### src/rtl/ddcx_pkg.sv
package ddcx_pkg;
    localparam int REG_AW = 3;
    localparam int DW     = 8;
    localparam int BITS_PER_BYTE = 8;

    localparam logic [REG_AW-1:0] OFF_CTRL = 3'd0;
    localparam logic [REG_AW-1:0] OFF_IEN  = 3'd1;
    localparam logic [REG_AW-1:0] OFF_PEND = 3'd2;
    localparam logic [REG_AW-1:0] OFF_ICLR = 3'd3;
    localparam logic [REG_AW-1:0] OFF_SADR = 3'd4;
    localparam logic [REG_AW-1:0] OFF_DATA = 3'd5;
    localparam logic [REG_AW-1:0] OFF_STAT = 3'd6;

    localparam int BIT_LEGACY = 0;
    localparam int BIT_OFF    = 1;
    localparam int BIT_TXDIR  = 0;
    localparam int BIT_RXACK  = 1;
    localparam int BIT_STOP   = 2;

    typedef enum logic [2:0] {
        ST_IDLE, ST_ADDR, ST_AACK, ST_RX, ST_RACK, ST_TX, ST_TACK
    } eng_st_t;

    // bit 2 address hit, bit 1 byte done, bit 0 stop
    typedef struct packed {
        logic addr_hit;
        logic byte_done;
        logic stop;
    } ev_t;

    function automatic logic addr_match(input logic [DW-1:0] rx, input logic [DW-2:0] own);
        return rx[DW-1:1] == own;
    endfunction
endpackage

### src/rtl/ddcx_sync.sv
module ddcx_sync #(
    parameter int STAGES = 2
) (
    input  logic clk,
    input  logic rst,
    input  logic scl_in,
    input  logic sda_in,
    output logic scl_s,
    output logic sda_s,
    output logic scl_rise,
    output logic scl_fall,
    output logic start,
    output logic stop
);
    logic [1:0] raw;
    logic [1:0] synced;
    logic [1:0] prev;

    assign raw = {sda_in, scl_in};

    for (genvar g = 0; g < 2; g++) begin : g_line
        logic [STAGES-1:0] chain;
        always_ff @(posedge clk) begin
            if (rst) chain <= '1;
            else     chain <= {chain[STAGES-2:0], raw[g]};
        end
        assign synced[g] = chain[STAGES-1];
    end

    always_ff @(posedge clk) begin
        if (rst) prev <= 2'b11;
        else     prev <= synced;
    end

    assign scl_s    = synced[0];
    assign sda_s    = synced[1];
    assign scl_rise = synced[0] & ~prev[0];
    assign scl_fall = ~synced[0] & prev[0];
    assign start    = synced[0] & prev[0] & prev[1] & ~synced[1];
    assign stop     = synced[0] & prev[0] & ~prev[1] & synced[1];
endmodule

### src/rtl/ddcx_engine.sv
module ddcx_engine
    import ddcx_pkg::*;
(
    input  logic          clk,
    input  logic          rst,
    input  logic          en,
    input  logic          legacy,
    input  logic          sda_s,
    input  logic          scl_rise,
    input  logic          scl_fall,
    input  logic          start,
    input  logic          stop,
    input  logic [DW-2:0] own_addr,
    input  logic [DW-1:0] tx_byte,
    input  logic          tx_dir,
    output ev_t           ev,
    output logic [DW-1:0] rx_byte,
    output logic          rx_we,
    output logic          ack_we,
    output logic          ack_val,
    output logic          sda_oe
);
    localparam int CW = $clog2(BITS_PER_BYTE + 1);
    localparam logic [CW-1:0] LAST = CW'(BITS_PER_BYTE);

    eng_st_t       st;
    logic [CW-1:0] cnt;
    logic [DW-1:0] sh;
    logic          rw;

    always_ff @(posedge clk) begin
        if (rst) begin
            st <= ST_IDLE; cnt <= '0; sh <= '0; rw <= 1'b0;
            ev <= '0; rx_we <= 1'b0; ack_we <= 1'b0; ack_val <= 1'b0;
        end else begin
            ev <= '0; rx_we <= 1'b0; ack_we <= 1'b0;
            if (!en) begin
                st <= ST_IDLE;
            end else if (start) begin
                st <= ST_ADDR; cnt <= '0;
            end else if (stop) begin
                st <= ST_IDLE; ev.stop <= 1'b1;
            end else if (legacy) begin
                st <= ST_IDLE;
            end else begin
                unique case (st)
                    ST_ADDR, ST_RX: begin
                        if (scl_rise) begin
                            sh <= {sh[DW-2:0], sda_s}; cnt <= cnt + 1'b1;
                        end else if (scl_fall && cnt == LAST) begin
                            if (st == ST_RX) begin
                                rx_we <= 1'b1; ev.byte_done <= 1'b1; st <= ST_RACK;
                            end else if (addr_match(sh, own_addr)) begin
                                rw <= sh[0]; ev.addr_hit <= 1'b1; st <= ST_AACK;
                            end else begin
                                st <= ST_IDLE;
                            end
                        end
                    end
                    ST_AACK: if (scl_fall) begin
                        cnt <= '0;
                        if (rw) begin st <= ST_TX; sh <= tx_byte; end
                        else    st <= ST_RX;
                    end
                    ST_RACK: if (scl_fall) begin
                        cnt <= '0; st <= ST_RX;
                    end
                    ST_TX: begin
                        if (scl_rise) cnt <= cnt + 1'b1;
                        else if (scl_fall) begin
                            if (cnt == LAST) st <= ST_TACK;
                            else             sh <= {sh[DW-2:0], 1'b0};
                        end
                    end
                    ST_TACK: begin
                        if (scl_rise) begin
                            ack_we <= 1'b1; ack_val <= ~sda_s; ev.byte_done <= 1'b1;
                        end else if (scl_fall) begin
                            if (ack_val) begin st <= ST_TX; sh <= tx_byte; cnt <= '0; end
                            else         st <= ST_IDLE;
                        end
                    end
                    default: st <= ST_IDLE;
                endcase
            end
        end
    end

    assign rx_byte = sh;

    always_comb begin
        unique case (st)
            ST_AACK, ST_RACK: sda_oe = 1'b1;
            ST_TX:            sda_oe = tx_dir & ~sh[DW-1];
            default:          sda_oe = 1'b0;
        endcase
    end
endmodule

### src/rtl/ddcx_regs.sv
module ddcx_regs
    import ddcx_pkg::*;
(
    input  logic              clk,
    input  logic              rst,
    input  logic              reg_wr,
    input  logic [REG_AW-1:0] reg_addr,
    input  logic [DW-1:0]     reg_wdata,
    output logic [DW-1:0]     reg_rdata,
    input  logic              scl_s,
    input  logic              start_ev,
    input  ev_t               ev,
    input  logic [DW-1:0]     rx_byte,
    input  logic              rx_we,
    input  logic              ack_we,
    input  logic              ack_val,
    output logic              legacy,
    output logic              off,
    output logic [DW-2:0]     own_addr,
    output logic [DW-1:0]     data_q,
    output logic              tx_dir,
    output logic              stop_flag,
    output logic [2:0]        pend,
    output logic [2:0]        ien,
    output logic              irq
);
    logic       rx_ack;
    logic [2:0] clr;

    function automatic logic hit(input logic [REG_AW-1:0] off_sel);
        return reg_wr && reg_addr == off_sel;
    endfunction

    assign clr = hit(OFF_ICLR) ? reg_wdata[2:0] : 3'b000;

    always_ff @(posedge clk) begin
        if (rst) begin
            legacy <= 1'b1; off <= 1'b1; ien <= '0; pend <= '0;
            own_addr <= '1; data_q <= '0; tx_dir <= 1'b0;
            rx_ack <= 1'b0; stop_flag <= 1'b0;
        end else begin
            if (hit(OFF_CTRL)) begin
                off <= reg_wdata[BIT_OFF];
                if (reg_wdata[BIT_LEGACY] && scl_s) legacy <= 1'b1;
            end
            if (start_ev) legacy <= 1'b0;

            if (hit(OFF_IEN))  ien      <= reg_wdata[2:0];
            if (hit(OFF_SADR)) own_addr <= reg_wdata[DW-1:1];

            pend <= (pend & ~clr) | ev;

            if (hit(OFF_DATA)) data_q <= reg_wdata;
            if (rx_we)         data_q <= rx_byte;

            if (hit(OFF_STAT)) begin
                tx_dir <= reg_wdata[BIT_TXDIR];
                if (reg_wdata[BIT_STOP]) stop_flag <= 1'b0;
            end
            if (ev.stop) stop_flag <= 1'b1;
            if (ack_we)  rx_ack    <= ack_val;
        end
    end

    always_comb begin
        unique case (reg_addr)
            OFF_CTRL: reg_rdata = {6'b0, off, legacy};
            OFF_IEN:  reg_rdata = {5'b0, ien};
            OFF_PEND: reg_rdata = {5'b0, pend};
            OFF_SADR: reg_rdata = {own_addr, 1'b1};
            OFF_DATA: reg_rdata = data_q;
            OFF_STAT: reg_rdata = {5'b0, stop_flag, rx_ack, tx_dir};
            default:  reg_rdata = '0;
        endcase
    end

    assign irq = |(pend & ien);
endmodule

### src/rtl/ddcx_slave.sv
module ddcx_slave
    import ddcx_pkg::*;
#(
    parameter int SYNC_STAGES = 2
) (
    input  logic       clk,
    input  logic       rst,
    input  logic       reg_wr,
    input  logic [2:0] reg_addr,
    input  logic [7:0] reg_wdata,
    output logic [7:0] reg_rdata,
    input  logic       scl_in,
    input  logic       sda_in,
    output logic       sda_oe,
    output logic       pin_sel,
    output logic       irq
);
    logic scl_s, sda_s, scl_rise, scl_fall, start, stop, start_ev;
    logic legacy, off, tx_dir, stop_flag, rx_we, ack_we, ack_val, eng_oe;
    logic [DW-2:0] own_addr;
    logic [DW-1:0] data_q, rx_byte;
    logic [2:0]    pend, ien;
    ev_t           ev;

    ddcx_sync #(.STAGES(SYNC_STAGES)) u_sync (
        .clk(clk), .rst(rst), .scl_in(scl_in), .sda_in(sda_in),
        .scl_s(scl_s), .sda_s(sda_s), .scl_rise(scl_rise), .scl_fall(scl_fall),
        .start(start), .stop(stop)
    );

    assign start_ev = start & ~off;

    ddcx_engine u_eng (
        .clk(clk), .rst(rst), .en(~off), .legacy(legacy), .sda_s(sda_s),
        .scl_rise(scl_rise), .scl_fall(scl_fall), .start(start), .stop(stop),
        .own_addr(own_addr), .tx_byte(data_q), .tx_dir(tx_dir), .ev(ev),
        .rx_byte(rx_byte), .rx_we(rx_we), .ack_we(ack_we), .ack_val(ack_val),
        .sda_oe(eng_oe)
    );

    ddcx_regs u_regs (
        .clk(clk), .rst(rst), .reg_wr(reg_wr), .reg_addr(reg_addr),
        .reg_wdata(reg_wdata), .reg_rdata(reg_rdata), .scl_s(scl_s),
        .start_ev(start_ev), .ev(ev), .rx_byte(rx_byte), .rx_we(rx_we),
        .ack_we(ack_we), .ack_val(ack_val), .legacy(legacy), .off(off),
        .own_addr(own_addr), .data_q(data_q), .tx_dir(tx_dir),
        .stop_flag(stop_flag), .pend(pend), .ien(ien), .irq(irq)
    );

    assign sda_oe  = eng_oe & ~off;
    assign pin_sel = ~off;
endmodule

### config.mk
export PLATFORM = sky130hd
export DESIGN_NAME = ddcx_slave
export DESIGN_NICKNAME = d
export VERILOG_FILES = /design/src/rtl/ddcx_pkg.sv /design/src/rtl/ddcx_sync.sv /design/src/rtl/ddcx_engine.sv /design/src/rtl/ddcx_regs.sv /design/src/rtl/ddcx_slave.sv
export SDC_FILE = /design/constraint.sdc
export NUM_CORES = 1
export LEC_CHECK = 0
export BUFFER_PORTS_ARGS = -buffer_cell sky130_fd_sc_hd__clkbuf_2
export CAP_MARGIN = 10
export CORE_MARGIN = 8
export CORE_UTILIZATION = 53
export DETAILED_ROUTE_END_ITERATION = 12
export PLACE_DENSITY_LB_ADDON = 0.1
export SLEW_MARGIN = 30
export SYNTH_ARGS = -nofsm -noshare
export SYNTH_HDL_FRONTEND = slang
export SYNTH_SLANG_ARGS = --single-unit
### constraint.sdc
create_clock -name clk -period 1.55 [get_ports clk]
set_input_delay 0.155 -clock clk [delete_from_list [all_inputs] [get_ports clk]]
set_output_delay 0.155 -clock clk [all_outputs]
set_load 0.1 [all_outputs]
==> flow_summary.toml <==
[sta]
tightest_slew_ps = 543
relSlewSlack_pct = 64.0
rsz0062_at_grt = "true"
drv_slew = 0
finalHoldViolations = 0
setup_slack_ps = -71.8
period_needed_ps = 1620
skew_ps = 9.65
min_period_over_period_pct = 105
setup_viol = 10
fmax_mhz = 617
fin_tns_setup_ps = -303

[grt]
overflow = 0
grt_pass1_vias = 2559
grt_pass1_wl_mm = 12.9
track_usage_pct = 18.9
grt_antenna_before_repair = 0
grt_max_degree = 28

[clock_tree]
clockBufferDepth = 2
path_clk_slew_ps = 100
cts_max_level = 2
cts_tree = "built"
clk_latency_ps = 310
cts_root_buf = "clkbuf_8"
numClockSinks = 54
cts_inserted_buffers = 5

[yosys]
ys.flop_type = "dfxtp_1"
synth_edf_count = 0
synthTopCellsByArea = "dfxtp_1 (37%), mux2i_1 (13%), nor2_1 (4.2%), a311oi_2 (3.6%), nand2_1 (3.2%)"
netlist.area_leader.share_pct = 36.5
avgSynthCellArea_um2 = 9.19
syn_area_um2 = 2960
yosys_warnings = 0
synth_top_area_cell = "dfxtp_1"
synth.distinct_cells = 69
netlist_instances = 322
synth-seq-area-share_pct = 36.5
synthesis.nets = 340
ys_seq_elements = 54
async_flop_share_pct = 0

[drt]
wl_met3_um = 468
drt_first_pass_iters = 4
route.layer.met1.wl_mm = 3.85
drtIter0Drc = 219
post_drt_wl_per_cell_um = 17.6
topRoutingLayerUsed = "met4"
vias = 2728
viasPerCell = 5.74
drt-total-wl_mm = 8.34
wl_met2_mm = 3.87
drc_errors = 0
ant_nets = 0

[cells_and_area]
final_area_um2 = 4130
antennaDiodeCount = 0
seq_area_um2 = 1120
area_growth_syn_to_layout_pct = 39.6
fillCellCount = 380
drive_gt1_share_pct = 47.9
multi_input_area_um2 = 2010
nets = 420

[setup_path]
critPathKind = "reg -> reg"
worst_setup_path_start_kind = "register"
worstPathArrival_ps = 1830
worstSetupEndpointType = "register"
crit_required_ps = 1760
crit_fanout = 6

[job]
drv_cap = 0

[pwr]
p_sw_mw = 0.771
peakVddDrop_mv = 0.674
p_per_area_nw_per_um2 = 643
power.share.sequential_pct = 53.4
swShare_pct = 29.0
power_mw = 2.66
pwr-share-clk_pct = 31.1
power_leakage_nw = 1.67
p_int_mw = 1.88
pwr-share-comb_pct = 15.6

[placement]
gp_congestion = 0.889
port_buffers = 26
place_area_um2 = 3690
dp.final_hpwl_mm = 5.65
dp_slack_ps = -135

[outcome]
violations = "setup timing"
status = "complete, but fails checks"

[floorplanning]
core.rowCount = 27
die_y_um = 90.7
io_pins = 27
dieArea_um2 = 8230
initial_core_util_pct = 54.4
die_w_um = 90.7
core_area_um2 = 5440

[worst_hold_path]
hold_class = "in -> reg"
-- path summary, 6_finish.rpt --
check                                          startpoint                        end  slack, ps  cells after the start
worst max-delay path                       u_sync.prev[0]               u_eng.cnt[2]        -70                      6
worst min-delay path                               scl_in  u_sync.g_line[0].chain[0]         20                      2
worst max register to register             u_sync.prev[0]               u_eng.cnt[2]        -70                      6
worst min register to register  u_sync.g_line[0].chain[0]  u_sync.g_line[0].chain[1]        410                      1
-- flip-flops by register name, indices dropped and copies added, names as in the netlist, 2 cells and up --
register / count
u_eng.ev: 3
u_regs.own_addr: 7
u_regs.pend: 3
u_eng.cnt: 4
u_sync.prev: 2
u_eng.rx_byte: 8
u_sync.g_line.chain: 4
u_eng.st: 3
u_regs.ien: 3
u_regs.data_q: 8
-- synth_stat cells, drive strengths merged (3+ instances only) --
cell type / instances
a21oi: 19
nor2b: 9
a311oi: 7
dfxtp: 54
clkbuf: 9
a21o: 4
xnor2: 5
inv: 7
xor2: 3
o21ai: 8
buf: 10
a211oi: 11
nand2b: 7
nor2: 34
a22oi: 4
and3b: 3
or2: 5
nor3: 8
o211ai: 3
and3: 3
nand2: 25
mux2i: 38
nand3: 3
a31oi: 3
-- metrics by stage --
stage	utilization, %	hold WS [ps]	cells
3_3_place_gp	67.8	337	455
3_5_place_dp	67.8	340	455
6_report	76.0	20.3	475
4_1_cts	72.9	11.3	468
5_1_grt	76.0	21.4	475
2_1_floorplan	-	259	322
-- cell families after synthesis --
kind of cell               after synthesis  synth area share (%)
xor gates and xnor gates                 8                  2.37
adders and majority gates                2                 0.846
buffers and inverters                   26                  4.48
muxes                                   39                  13.2
DFF                                     54                  36.5
and+or+nand+nor                        117                  21.7
AOI/OAI and AO/OA                       76                  20.8
-- worst max-delay path, cell delays in order (launching register included) --
cell and delay, ps:
dfxtp_4 380, buf_4 110, nand2b_1 110, nor3_1 350
o21a_4 230, nor3_4 50, a221o_1 300
-- cells in the final DEF, fill, tap and decap left out, types with 7 or more instances in the layout --
cell | synthesis | final
a21oi_2 | 2 | 9
a211oi_1 | 10 | 9
nand2_1 | 25 | 22
buf_12 | 1 | 11
buf_4 | 1 | 58
a311oi_2 | 7 | 7
dfxtp_4 | 0 | 7
dfxtp_2 | 0 | 9
nor2_1 | 33 | 24
clkbuf_2 | 0 | 17
mux2i_1 | 38 | 38
a21oi_1 | 17 | 8
nor2_2 | 1 | 9
dfxtp_1 | 54 | 38
-- final cells by class --
| class | count | share of cell area [%] |
|---|---|---|
| inverter | 7 | 0.727 |
| timing repair buffer | 91 | 19.1 |
| sequential | 54 | 27.1 |
| multi-input combinational | 243 | 48.6 |
| clock buffer | 5 | 1.67 |
| tap | 72 | 2.18 |
| clock inverter | 3 | 0.606 |
-- layer usage --
layer	GRT usage, %	up-vias
li1	-	1343
met1	25.2	1280
met2	29.7	91
met3	3.74	14
met4	6.10	0
met5	0	-
-- power groups by stage --
stage	Clock [mW]	Sequential, mW	Combinational, mW
after floorplan	0	1.45	0.248
after global placement	0	1.46	0.391
after detailed placement	0	1.46	0.394
after CTS	0.842	1.43	0.399
after global routing	0.907	1.42	0.436
final	0.825	1.42	0.413
-- timing repair --
item | 4_1_cts | 5_1_grt
pin swaps | 27 | 17
gates resized for setup | 40 | 35
buffers inserted | 4 | 7
gates cloned | 1 | 0
hold buffers | 0 | 0
endpoints found under the setup margin | 18 | 23
Note: power is estimated with default switching activity, not from simulation.
